[src/rtl/poststore_unit.sv]
module poststore_unit #(
  parameter int XLEN  = 64,
  parameter int DISPW = 16
) (
  input  logic              clk,
  input  logic              rst_n,
  input  logic              op_valid,
  output logic              op_ready,
  input  logic [1:0]        op_size,
  input  logic              op_indexed,
  input  logic [DISPW-1:0]  op_disp,
  input  logic [XLEN-1:0]   base_val,
  input  logic [XLEN-1:0]   index_val,
  input  logic [XLEN-1:0]   src_val,
  output logic              mem_valid,
  input  logic              mem_ready,
  output logic [XLEN-1:0]   mem_addr,
  output logic [XLEN-1:0]   mem_data,
  output logic [XLEN/8-1:0] mem_be,
  output logic              wb_valid,
  output logic [XLEN-1:0]   wb_data
);
  localparam int LANES = XLEN / 8;
  localparam int OFFW  = $clog2(LANES);

  logic              busy;
  logic [XLEN-1:0]   addr_q, data_q, nb_q;
  logic [LANES-1:0]  be_q;

  logic [DISPW-1:0]  disp_eff;
  logic [XLEN-1:0]   offset, new_base, src_kept, data_sh;
  logic [LANES-1:0]  size_mask, be_sh;
  logic [OFFW-1:0]   lane;

  assign disp_eff = (op_size == 2'd3 && !op_indexed) ? {op_disp[DISPW-1:2], 2'b00} : op_disp;
  assign offset   = op_indexed ? index_val : {{(XLEN-DISPW){disp_eff[DISPW-1]}}, disp_eff};
  assign new_base = base_val + offset;
  assign lane     = base_val[OFFW-1:0];

  always_comb begin
    for (int i = 0; i < LANES; i++) begin
      size_mask[i] = (i < (1 << op_size));
      src_kept[8*i +: 8] = size_mask[i] ? src_val[8*i +: 8] : 8'h00;
    end
  end

  assign be_sh   = size_mask << lane;
  assign data_sh = src_kept << {lane, 3'b000};

  wire accept = op_valid && op_ready;
  wire done   = busy && mem_ready;

  always_ff @(posedge clk) begin
    if (!rst_n) begin
      busy <= 1'b0;
    end else if (accept) begin
      busy <= 1'b1;
    end else if (done) begin
      busy <= 1'b0;
    end
  end

  always_ff @(posedge clk) begin
    if (accept) begin
      addr_q <= base_val;
      data_q <= data_sh;
      be_q   <= be_sh;
      nb_q   <= new_base;
    end
  end

  assign op_ready  = !busy;
  assign mem_valid = busy;
  assign mem_addr  = addr_q;
  assign mem_data  = data_q;
  assign mem_be    = be_q;
  assign wb_valid  = done;
  assign wb_data   = nb_q;
endmodule


[config.mk]
export PLATFORM = sky130hd
export DESIGN_NAME = poststore_unit
export DESIGN_NICKNAME = d
export VERILOG_FILES = /design/src/rtl/poststore_unit.sv
export SDC_FILE = /design/constraint.sdc
export NUM_CORES = 1
export LEC_CHECK = 0
export BUFFER_PORTS_ARGS = -buffer_cell sky130_fd_sc_hd__buf_2
export CORE_ASPECT_RATIO = 0.7
export CORE_UTILIZATION = 35
export CTS_BUF_LIST = sky130_fd_sc_hd__clkbuf_16
export CTS_CLUSTER_SIZE = 14
export DETAILED_ROUTE_END_ITERATION = 16
export SLEW_MARGIN = 20
export SYNTH_ARGS = -nofsm -noshare
export SYNTH_HDL_FRONTEND = slang
export SYNTH_SLANG_ARGS = --single-unit
[constraint.sdc]
create_clock -name clk -period 9.34 [get_ports clk]
set_input_delay 0.467 -clock clk [delete_from_list [all_inputs] [get_ports clk]]
set_output_delay 0.467 -clock clk [all_outputs]
set_load 0.01 [all_outputs]
==> results.yml, run 1 <==
worst_setup_path:
  slowest_stage: "buf_4"
  critPathKind: "primary input to register"
  r2r_start: "mem_valid"
  worst_ep_arrival_time_ns: 4.44
  cp_cell_sequence: "buf_2 -> buf_4 -> nand2b_2 -> buf_4 -> nand2_1 -> ha_1 -> a21oi_1 -> o21ai_0 -> nor2_1 -> a31oi_1 -> a22oi_1 -> a21oi_1 -> and4_1 -> nor4_1"
  worstPathRequired_ns: 9.62
  startpoint_type: "primary input"
  reg2reg_to: "mem_addr[51]"
  crit_start: "op_indexed"
  worstPathMaxFanout: 67
  worst_path_largest_cell_delay_ns: 0.60
  worstSetupEndpointType: "register"
  reg2reg_slack_ns: 6.82
  ff2ff_path_depth: 3
cells_and_area:
  nets: 1906
  fill_cells: 3406
  syn_to_final_growth_pct: 25.49
  drive_gt1_share_pct: 32.06
  final_area_mm2: 0.01574
synthesis:
  synth_top_area_cell: "edfxtp_1"
  ys_top_cells_by_area: "edfxtp_1 48%, ha_1 6.3%, nand2_1 5.8%"
  ys_seq_area_share_pct: 48.04
  async_reset_ff_share_pct: 0
  ys_top_cells_by_count: "200 x edfxtp_1, 195 x nand2_1, 116 x a21oi_1"
  ys_types: 71
  synthCells: 1251
  synth_edf_count: 200
  synth_area_mm2: 0.01254
  yosysMostFrequentCell: "edfxtp_1"
  ys_ff_latch: 201
  synth_top_area_share_pct: 47.88
  ys_warn_count: 0
  synth_area_per_cell_um2: 10.03
  synth_fp_nets: 1530
  synth_flop_cell: "edfxtp_1"
sta:
  fmax_mhz: 240.4
  final-hold-violation-count: 0
  max_slew_margin_pct: 25.94
  rsz0062_at_grt: "no"
  min_period_over_period_pct: 44.54
  period_minus_slack_ns: 4.160
  tightest_slew_ns: 1.111
  skew_ns: 0.01365
  drv_slew: 0
  fin_setup_tns_ns: 0
  finalSetupViolCount: 0
worst_hold_path:
  worstHoldStart: "base_val[46]"
  min-delay-path-class: "primary input to register"
  whs_path_depth: 1
  whs_endpoint: "mem_addr[46]"
cts:
  postCtsSetupRepairBufs: 0
  clockRootBuffer: "clkbuf_16"
  htreeDepth: 1
  cts_resized: 0
  cts.sinks: 201
  cts.path.max_buffers: 3
  numCtsBuffers: 23
  cts_tree: "yes"
  clk_latency_ns: 0.54
  path_clk_slew_ns: 0.06
  cts_hold_buffers: 0
place:
  place_area_mm2: 0.01498
  place_congestion: 0.9717
  io_buffers: 417
  dp_hpwl_mm: 34.53
global_routing:
  grt_pass1_wl_mm: 65.83
  grt_pass1_vias: 10790
  grt_max_degree: 80
  antenna_found_initial: 8
  grt_usage_pct: 23.29
  grt_overflow_total: 0
floorplan:
  core_area_mm2: 0.03502
  dieWidth_um: 228.3
  start_util_pct: 35.82
  die_y_um: 160.4
  ios: 418
  std_cell_rows: 57
  die-area_mm2: 0.03661
power:
  p_leak_nw: 6.826
  vdd_drop_max_uv: 127.6
  p_total_mw: 2.786
  p_per_area_mw_per_mm2: 177.0
routing:
  num_vias: 11510
  drc: 0
  routedWlPerCell_um: 21.03
  wirelength_mm: 44.62
  drt_iter0_markers: 1193
  dr.pass1.iters: 5
  viasPerCell: 5.426
  ant_nets: 0
job:
  cap_violations: 0
outcome:
  outcome: "complete, no violations"
## cells by family (layout without fill, tap and decap cells)
logic type / after synthesis / count (layout) / share of synthesized area, %
DFF: 201 / 201 / 48.04
AOI/OAI and AO/OA: 346 / 346 / 17.80
muxes: 62 / 62 / 5.406
other: 0 / 6 / 0
xor gates and xnor gates: 54 / 54 / 3.771
and+or+nand+nor: 432 / 432 / 15.50
buffers and inverters: 92 / 485 / 3.042
adders and majority gates: 64 / 64 / 6.444
## sequential cells by signal (all words and copies together) (netlist names)
| name | cells |
|---|---|
| mem_addr | 64 |
| mem_be | 8 |
| mem_data | 64 |
| mem_valid | 1 |
| wb_data | 64 |
## per-layer routing
layer	global-route usage (%)	share of wire, %	vias to the layer above
li1	-	-	5442
met1	35.56	47	5463
met2	33.48	42	559
met3	4.332	8.5	49
met4	5.827	1.9	0
met5	0	0	-
## cell usage in the layout (no fill, tap or decap), drive strengths merged, types with 33 or more instances in the layout
| cell type | synthesis | final |
|---|---|---|
| buf | 27 | 426 |
| a21o | 34 | 34 |
| nand2 | 195 | 195 |
| xnor2 | 35 | 35 |
| ha | 63 | 63 |
| a21oi | 117 | 117 |
| nor2 | 96 | 96 |
| mux2 | 46 | 46 |
| o21ai | 55 | 55 |
| edfxtp | 200 | 200 |
| nor3 | 33 | 33 |
## per-stage QoR
step                hold slack (ns)  worst slack (ns)  util, %  std cells
finish                       0.1298             5.180    44.95       2122
global route                 0.1024             4.838    44.95       2122
CTS                         0.08864             5.245    44.91       2116
detailed placement           0.6106             4.684    42.78       2074
global placement             0.5915             4.844    42.78       2074
floorplan                    0.5659             3.226        -       1251
## critical path: cells and delay by family
family          cells  cell delay [ns]
compound gates      5             1.57
buf+inv             3             1.13
simple gates        5             0.82
fa+ha+maj           1             0.45
## power by group
| group | switching [mW] | internal [mW] | total [mW] |
|---|---|---|---|
| Combinational | 0.456 | 0.274 | 0.730 |
| Clock | 0.391 | 0.531 | 0.923 |
| Sequential | 0.0248 | 1.11 | 1.13 |
## worst max-delay path by stage
| stage | end | slack, ns | depth (start not counted) |
|---|---|---|---|
| 2_1_floorplan | mem_addr[0] | 3.23 | 1 |
| 3_3_place_gp | wb_data[36] | 4.84 | 14 |
| 3_5_place_dp | wb_data[36] | 4.68 | 14 |
| 4_1_cts | wb_data[36] | 5.24 | 14 |
| 5_1_grt | wb_data[57] | 4.84 | 14 |
| 6_report | wb_data[57] | 5.18 | 14 |
## cell type report
cell class | count | area, um^2 | share of cell area, %
antenna | 6 | 15.01 | 0.09539
clock inverter | 19 | 168.9 | 1.073
clock buffer | 23 | 575.6 | 3.657
sequential | 201 | 6026 | 38.28
multi-input combinational | 958 | 6146 | 39.05
timing repair buffer | 426 | 2155 | 13.69
inverter | 17 | 63.81 | 0.4054
tap | 472 | 590.6 | 3.752
(Power assumes the default switching activity.)
==> run 2, diff against run 1 <==
Clock period 9.34 ns to 4.2 ns, I/O delays scaled along.
==> run 2 against run 1 <==
Worst setup slack worse by 4.3 ns. Routed wire length grew 1.8%. Via count rose by 3.3%. First-iteration DRC count increased by 0.50%. Count of clock-buffer cells in the layout up 2. Combinational power increased by 130%. Global-route usage grew 0.55 points. Cell count rose by 3.8%. Non-clock buffer count up 81.
==> results.yml, run 2 (synthesized netlist as in run 1, its figures left out) <==
worst_hold_path:
  min-delay-path-class: "primary input to register"
  whs_endpoint: "wb_data[0]"
  whs_path_depth: 2
  worstHoldStart: "base_val[0]"
global_routing:
  grt_max_degree: 127
  grt_pass1_vias: 11190
  grt_pass1_wl_mm: 67.65
  grt_usage_pct: 23.84
  grt_overflow_total: 0
  antenna_found_initial: 5
worst_setup_path:
  ff2ff_path_depth: 2
  reg2reg_to: "mem_addr[33]"
  r2r_start: "mem_valid"
  critPathKind: "primary input to register"
  worstPathMaxFanout: 32
  worst_ep_arrival_time_ns: 3.65
  worstSetupEndpointType: "register"
  startpoint_type: "primary input"
  worstPathRequired_ns: 4.49
  reg2reg_slack_ns: 2.27
routing:
  num_vias: 11900
  routedWlPerCell_um: 20.62
  wirelength_mm: 45.44
  viasPerCell: 5.399
  ant_nets: 0
  dr.pass1.iters: 5
  drc: 0
  drt_iter0_markers: 1199
place:
  io_buffers: 417
  dp_hpwl_mm: 34.49
  placed_cells: 2084
  place_congestion: 0.9400
cts:
  clk_latency_ns: 0.54
  cts.path.max_buffers: 3
  htreeDepth: 1
  path_clk_slew_ns: 0.06
  cts_resized: 0
  numCtsBuffers: 24
  clockRootBuffer: "clkbuf_16"
  cts_tree: "yes"
  cts.sinks: 201
job:
  cap_violations: 0
sta:
  finalSetupViolCount: 0
  max_slew_margin_pct: 31.47
  drv_slew: 0
  hold_slack_ns: 0.04103
  final-hold-violation-count: 0
  min_period_over_period_pct: 80.04
  period_minus_slack_ns: 3.362
  rsz0062_at_grt: "no"
  fmax_mhz: 297.5
  fin_setup_tns_ns: 0
  tightest_slew_ns: 1.024
  skew_ns: 0.005857
floorplan:
  start_util_pct: 35.82
  die-area_mm2: 0.03661
  dieWidth_um: 228.3
  ios: 418
  std_cell_rows: 57
  core_area_mm2: 0.03502
  die_y_um: 160.4
outcome:
  outcome: "complete, no violations"
cells_and_area:
  instances_no_fill: 2203
  final_cell_mix: "417 x buf_2, 200 x edfxtp_1, 195 x nand2_1, 116 x a21oi_1, 96 x nor2_1"
  drive_gt1_share_pct: 31.33
  nets: 1988
  syn_to_final_growth_pct: 31.97
  final_common_cell: "buf_2"
power:
  vdd_drop_max_uv: 261.0
  p_per_area_mw_per_mm2: 378.2
  p_leak_nw: 7.163
## run 2: critical path, cell delays in order
cell	delay, ns
buf_2	0.09
buf_4	0.34
mux2_2	0.39
ha_1	0.42
a21oi_1	0.15
o211ai_1	0.24
o211a_1	0.18
o21ai_1	0.09
a211o_1	0.31
a211oi_2	0.71
nor2_1	0.23
o211a_1	0.28
## run 2: power breakdown
part,total [mW],switching (mW),internal (mW)
Sequential,2.52,0.0567,2.46
Clock,2.06,0.911,1.15
Combinational,1.68,1.02,0.662
Total,6.26,1.99,4.27
## run 2: layout make-up
class | count | area (um^2)
tap | 472 | 590.6
clock inverter | 19 | 138.9
inverter | 17 | 63.81
antenna | 4 | 10.01
fill | 3352 | 18460
sequential | 201 | 6026
timing repair buffer | 507 | 2953
clock buffer | 25 | 625.6
multi-input combinational | 958 | 6146
## run 2: timing repair
action,4_1_cts,5_1_grt
buffers inserted,0,0
hold buffers,71,0
endpoints found under the hold margin,69,0
## run 2: worst max path at each step
stage	start	end	slack, ns	depth (start not counted)
after detailed placement	op_indexed	wb_data[36]	0.44	12
after CTS	op_indexed	wb_data[57]	1.0	13
after global placement	op_indexed	wb_data[54]	0.49	12
after global routing	op_indexed	wb_data[57]	0.66	13
after floorplan	mem_valid	mem_addr[0]	0.41	1
final	op_indexed	wb_data[36]	0.84	12
## run 2: stage by stage
step	setup slack (ns)	util (%)	power [mW]	instance area [um^2]
after floorplan	0.4053	-	3.557	12550
after global placement	0.4860	43.03	4.157	15070
final	0.8381	47.27	6.260	16550
after detailed placement	0.4395	43.03	4.153	15070
after CTS	0.9963	47.24	6.291	16540
after global routing	0.6577	47.26	6.528	16550
## run 2: routing by layer
layer  track usage [%]  share of wire (%)  vias to the layer above
met5                 0                  0                        -
li1                  -                  -                     5604
met4             6.284                2.6                        0
met1             35.73                 48                     5648
met3             5.788                8.7                       66
met2             33.87                 41                      577
